<file path="src/rtl/gfc_pkg.sv">
package gfc_pkg;
    typedef enum logic [2:0] {
        CH_OFF        = 3'd0,
        CH_BLANK      = 3'd1,
        CH_ON_MONITOR = 3'd2,
        CH_PWM_ON     = 3'd3,
        CH_PWM_OFF    = 3'd4
    } ch_state_e;
endpackage

</file>
<file path="src/rtl/gfc_sync.sv">
module gfc_sync #(
    parameter int W = 4
) (
    input  logic         clk,
    input  logic         rst_n,
    input  logic [W-1:0] d_i,
    output logic [W-1:0] q_o
);
    typedef struct packed {
        logic [W-1:0] s1;
        logic [W-1:0] s2;
    } sync_t;

    sync_t sync_d, sync_q;

    always_comb begin
        sync_d    = sync_q;
        sync_d.s1 = d_i;
        sync_d.s2 = sync_q.s1;
    end

    always_ff @(posedge clk or negedge rst_n) begin
        if (!rst_n) sync_q <= '0;
        else        sync_q <= sync_d;
    end

    assign q_o = sync_q.s2;
endmodule

</file>
<file path="src/rtl/gfc_channel.sv">
module gfc_channel
    import gfc_pkg::*;
#(
    parameter int BLANK_CYC  = 60,
    parameter int DEB_CYC    = 10,
    parameter int PERIOD_CYC = 10000,
    parameter int PULSE_CYC  = 80
) (
    input  logic clk,
    input  logic rst_n,
    input  logic en_i,
    input  logic drain_s_i,
    output logic gate_o,
    output logic fault_o
);
    localparam int CNT_W = $clog2(PERIOD_CYC + 1);
    localparam int DEB_W = $clog2(DEB_CYC + 1);
    localparam logic [CNT_W-1:0] BLANK_LAST = CNT_W'(BLANK_CYC - 1);
    localparam logic [CNT_W-1:0] BLANK_END  = CNT_W'(BLANK_CYC);
    localparam logic [CNT_W-1:0] PULSE_LAST = CNT_W'(PULSE_CYC - 1);
    localparam logic [CNT_W-1:0] OFF_LAST   = CNT_W'(PERIOD_CYC - PULSE_CYC - 1);
    localparam logic [DEB_W-1:0] DEB_LAST   = DEB_W'(DEB_CYC - 1);

    typedef struct packed {
        ch_state_e        st;
        logic [CNT_W-1:0] cnt;
        logic [DEB_W-1:0] deb;
    } ch_t;

    ch_t ch_d, ch_q;

    always_comb begin
        ch_d = ch_q;
        if (!en_i) begin
            ch_d.st  = CH_OFF;
            ch_d.cnt = '0;
            ch_d.deb = '0;
        end else begin
            unique case (ch_q.st)
                CH_OFF: begin
                    ch_d.st  = CH_BLANK;
                    ch_d.cnt = '0;
                end
                CH_BLANK: begin
                    if (ch_q.cnt == BLANK_LAST) begin
                        ch_d.st  = CH_ON_MONITOR;
                        ch_d.cnt = '0;
                        ch_d.deb = '0;
                    end else begin
                        ch_d.cnt = ch_q.cnt + 1'b1;
                    end
                end
                CH_ON_MONITOR: begin
                    if (drain_s_i) begin
                        if (ch_q.deb == DEB_LAST) begin
                            ch_d.st  = CH_PWM_OFF;
                            ch_d.cnt = '0;
                            ch_d.deb = '0;
                        end else begin
                            ch_d.deb = ch_q.deb + 1'b1;
                        end
                    end else begin
                        ch_d.deb = '0;
                    end
                end
                CH_PWM_ON: begin
                    if (ch_q.cnt >= BLANK_END && !drain_s_i) begin
                        ch_d.st  = CH_ON_MONITOR;
                        ch_d.cnt = '0;
                        ch_d.deb = '0;
                    end else if (ch_q.cnt == PULSE_LAST) begin
                        ch_d.st  = CH_PWM_OFF;
                        ch_d.cnt = '0;
                    end else begin
                        ch_d.cnt = ch_q.cnt + 1'b1;
                    end
                end
                CH_PWM_OFF: begin
                    if (ch_q.cnt == OFF_LAST) begin
                        ch_d.st  = CH_PWM_ON;
                        ch_d.cnt = '0;
                    end else begin
                        ch_d.cnt = ch_q.cnt + 1'b1;
                    end
                end
                default: begin
                    ch_d.st  = CH_OFF;
                    ch_d.cnt = '0;
                    ch_d.deb = '0;
                end
            endcase
        end
    end

    always_ff @(posedge clk or negedge rst_n) begin
        if (!rst_n) begin
            ch_q.st  <= CH_OFF;
            ch_q.cnt <= '0;
            ch_q.deb <= '0;
        end else begin
            ch_q <= ch_d;
        end
    end

    assign gate_o  = (ch_q.st == CH_BLANK) || (ch_q.st == CH_ON_MONITOR) ||
                     (ch_q.st == CH_PWM_ON);
    assign fault_o = (ch_q.st == CH_PWM_ON) || (ch_q.st == CH_PWM_OFF);
endmodule

</file>
<file path="src/rtl/gate_fault_ctrl.sv">
module gate_fault_ctrl #(
    parameter int NCH        = 4,
    parameter int BLANK_CYC  = 60,
    parameter int DEB_CYC    = 10,
    parameter int PERIOD_CYC = 10000,
    parameter int PULSE_CYC  = 80
) (
    input  logic           clk,
    input  logic           rst_n,
    input  logic [NCH-1:0] en_i,
    input  logic [NCH-1:0] drain_hi_i,
    output logic [NCH-1:0] gate_o,
    output logic [NCH-1:0] fault_o,
    output logic           fault_any_n_o
);
    logic [NCH-1:0] drain_s;

    gfc_sync #(.W(NCH)) u_sync (
        .clk   (clk),
        .rst_n (rst_n),
        .d_i   (drain_hi_i),
        .q_o   (drain_s)
    );

    for (genvar i = 0; i < NCH; i++) begin : g_ch
        gfc_channel #(
            .BLANK_CYC  (BLANK_CYC),
            .DEB_CYC    (DEB_CYC),
            .PERIOD_CYC (PERIOD_CYC),
            .PULSE_CYC  (PULSE_CYC)
        ) u_ch (
            .clk       (clk),
            .rst_n     (rst_n),
            .en_i      (en_i[i]),
            .drain_s_i (drain_s[i]),
            .gate_o    (gate_o[i]),
            .fault_o   (fault_o[i])
        );
    end

    assign fault_any_n_o = ~(|fault_o);
endmodule

</file>
<file path="config.mk">
export PLATFORM = sky130hd
export DESIGN_NAME = gate_fault_ctrl
export DESIGN_NICKNAME = d
export VERILOG_FILES = /design/src/rtl/gfc_pkg.sv /design/src/rtl/gfc_sync.sv /design/src/rtl/gfc_channel.sv /design/src/rtl/gate_fault_ctrl.sv
export SDC_FILE = /design/constraint.sdc
export NUM_CORES = 1
export LEC_CHECK = 0
export CAP_MARGIN = 20
export CORE_ASPECT_RATIO = 1.1
export CORE_MARGIN = 5
export CORE_UTILIZATION = 40
export CTS_BUF_LIST = sky130_fd_sc_hd__clkbuf_2
export CTS_CLUSTER_DIAMETER = 50
export DETAILED_ROUTE_END_ITERATION = 8
export MAX_ROUTING_LAYER = met4
export PLACE_DENSITY = 0.59
export SYNTH_ARGS = -nofsm -noshare
export SYNTH_HDL_FRONTEND = slang
export SYNTH_SLANG_ARGS = --single-unit
</file>
<file path="constraint.sdc">
create_clock -name clk -period 3.95 [get_ports clk]
set_input_delay 1.185 -clock clk [delete_from_list [all_inputs] [get_ports clk]]
set_output_delay 1.185 -clock clk [all_outputs]
set_load 0.01 [all_outputs]
</file>
==> results.cfg <==
[synth]
synthDistinctLibCells = 61
netlist_instances = 612
synth_seq_cells = 92
ys_top_cells_by_count = 92 x dfrtp_1, 68 x nand2_1, 49 x nand3_1, 41 x nor2_1, 34 x o21ai_0
yosys_warnings = 0
synth_top_area_cell = dfrtp_1
synth_top_flop_cell = dfrtp_1
syn_area_um2 = 5510
avgSynthCellArea_um2 = 9.00
async_flop_share = 1.00
synth.most_common_cell = dfrtp_1
synth-edff-count = 0
syn_nets = 638
yosysSeqAreaShare = 0.418
synth_area_leaders = dfrtp_1 42%, nand2_1 4.6%, nand3_1 4.5%
yosysTopAreaCellShare = 0.418

[final_layout]
final_layout_size_suffix_gt1_frac = 0.0709
final_cells = 810
syn2layout_area_growth_pct = 7.52
nets = 642

[timing]
hold_violations = 0
rsz0062_at_grt = no
slew_violations = 0
finalSetupTns_ns = 0
finalCritPeriodShare = 0.946
setup_viol = 0
worst_pin_slew_ns = 0.843
max_freq_ghz = 0.268
hold_ws_ns = 0.387
worst_slack_ns = 0.212
finClkSkew_ns = 0.0250
max_slew_margin = 0.435
fin_crit_ns = 3.74

[setup_path]
cp.arrival_ns = 2.55
crit_required_ns = 2.76
crit_path_end_kind = primary output
critPathLaunchType = flop
reg2regPathDepth = 6
cp_max_fo = 10
crit_type = flop to primary output

[placement]
gp_congestion = 0.866
place_inst = 793
io_buffers = 18
dp_hpwl_um = 8330
place_ws_ns = 0.910

[clocking]
post_cts_resized = 0
htreeDepth = 3
hold_buffers = 0
cts_setup_buffers = 0
cts.path.max_buffers = 2
clock_sinks = 92
cts_made_buffers = 9
cts-root-buf = clkbuf_2
cts_tree = done
clkLatencyLatePin_ns = 0.60
path_clk_slew_ns = 0.27

[floorplan]
dieArea_um2 = 16200
die_width_um = 122
io_pins = 19
floorplan.initialDensity = 0.403
core_um2 = 13700
fp-row-count = 45
die_y_um = 133

[detailed_routing]
dr_wl_met3_um = 209
vias = 4586
dr.first_iter.drc_count = 317
topRoutingLayerUsed = met4
wl_met1_um = 5690
dr.pass1.iters = 4
met2_length_um = 5880
ant_nets = 0
wl_per_cell_um = 14.7
route.detailed.drc = 0
viasPerCell = 5.66
drt_wl_total_um = 11900

[grt]
grt_pass1_vias = 4462
grt_usage = 0.160
grt_pass1_wl_um = 21000
grt_overflow = 0
grt_max_degree = 66
antenna_found_initial = 1

[job]
drv_cap = 0

[worst_hold_path]
hold_depth = 0
min_path_type = flop to flop

[power]
ir_drop_mv = 0.212
leakage_uw = 0.00244
power_uw = 2710
powerDensity_nw_per_um2 = 458

[status]
status = finished, final reports clean
-- registers in the layout, summed over array words and instances, names as in the netlist --
| signal | flops |
|---|---|
| g_ch.u_ch.ch_q | 84 |
| u_sync.sync_d | 4 |
| u_sync.q_o | 4 |
-- power breakdown --
part	leakage (µW)	internal, µW	switching (µW)	total, µW
clock network	0.0000798	212	341	553
registers	0.00126	1030	126	1150
logic	0.00110	400	605	1000
-- cell usage in the layout (no fill, tap or decap), drive strengths merged, types with 3 or more instances in the layout --
| cell | count |
|---|---|
| a21o | 11 |
| a21oi | 21 |
| a221o | 7 |
| a22o | 9 |
| a31oi | 6 |
| and2 | 4 |
| and3 | 23 |
| and4 | 4 |
| buf | 5 |
| clkbuf | 10 |
| clkdlybuf4s50 | 17 |
| clkinv | 3 |
| dfrtp | 92 |
| ha | 16 |
| inv | 29 |
| mux2i | 3 |
| nand2 | 68 |
| nand2b | 5 |
| nand3 | 49 |
| nand3b | 5 |
| nand4 | 12 |
| nand4b | 4 |
| nor2 | 41 |
| nor2b | 5 |
| nor3 | 21 |
| nor3b | 10 |
| nor4 | 11 |
| o21a | 5 |
| o21ai | 37 |
| o21bai | 6 |
| o22ai | 6 |
| o311ai | 21 |
| o31a | 6 |
| o31ai | 5 |
| or2 | 7 |
| or3 | 8 |
| xnor2 | 10 |
-- cells by family (layout without fill, tap and decap cells) --
| family | after synthesis | count (layout) | synth area share |
|---|---|---|---|
| buf+inv | 58 | 67 | 0.0506 |
| fa+ha+maj | 16 | 16 | 0.0363 |
| compound gates | 153 | 153 | 0.198 |
| flops | 92 | 92 | 0.418 |
| other cells | 0 | 1 | 0 |
| mux | 3 | 3 | 0.00545 |
| xor+xnor | 11 | 11 | 0.0175 |
| simple gates | 279 | 279 | 0.274 |
-- per-stage QoR --
| step | cell area [µm²] | utilization |
|---|---|---|
| floorplan | 5510 | - |
| global placement | 5780 | 0.423 |
| detailed placement | 5780 | 0.423 |
| CTS | 5920 | 0.433 |
| global route | 5920 | 0.433 |
| finish | 5920 | 0.433 |
-- worst max-delay path: stages, from the launching register on --
cell and delay, ns:
dfrtp_1 0.57, nor2_1 0.13, nand2_1 0.16, nand2_1 0.10, nor4_1 0.38, clkdlybuf4s50_1 0.61
-- metal layers --
metal  vias up  global-route usage
li1       2264                   -
met1      2259               0.204
met2        51               0.259
met3        12              0.0197
met4         0              0.0616
met5         -                   -
-- final cells by class --
class	instances	area, µm²
clock inverters	6	88.8
inverters	29	109
multi-input cells	462	2930
fillers	1342	7760
repair buffers	22	208
clock buffers	10	50.0
diodes	1	2.50
flip-flops and latches	92	2300
well taps	188	235
-- final timing paths --
path                                        from                     to  slack (ns)
max                        g_ch[2].u_ch.ch_q[18]          fault_any_n_o        0.21
min                             u_sync.sync_d[3]          u_sync.q_o[3]        0.39
max reg2reg                g_ch[1].u_ch.ch_q[10]  g_ch[1].u_ch.ch_q[11]        1.32
min reg2reg                     u_sync.sync_d[3]          u_sync.q_o[3]        0.39
max in group asynchronous                  rst_n  g_ch[1].u_ch.ch_q[17]        2.56
min in group asynchronous                  rst_n  g_ch[3].u_ch.ch_q[15]        0.64
Power figures use the tool's default switching activity.
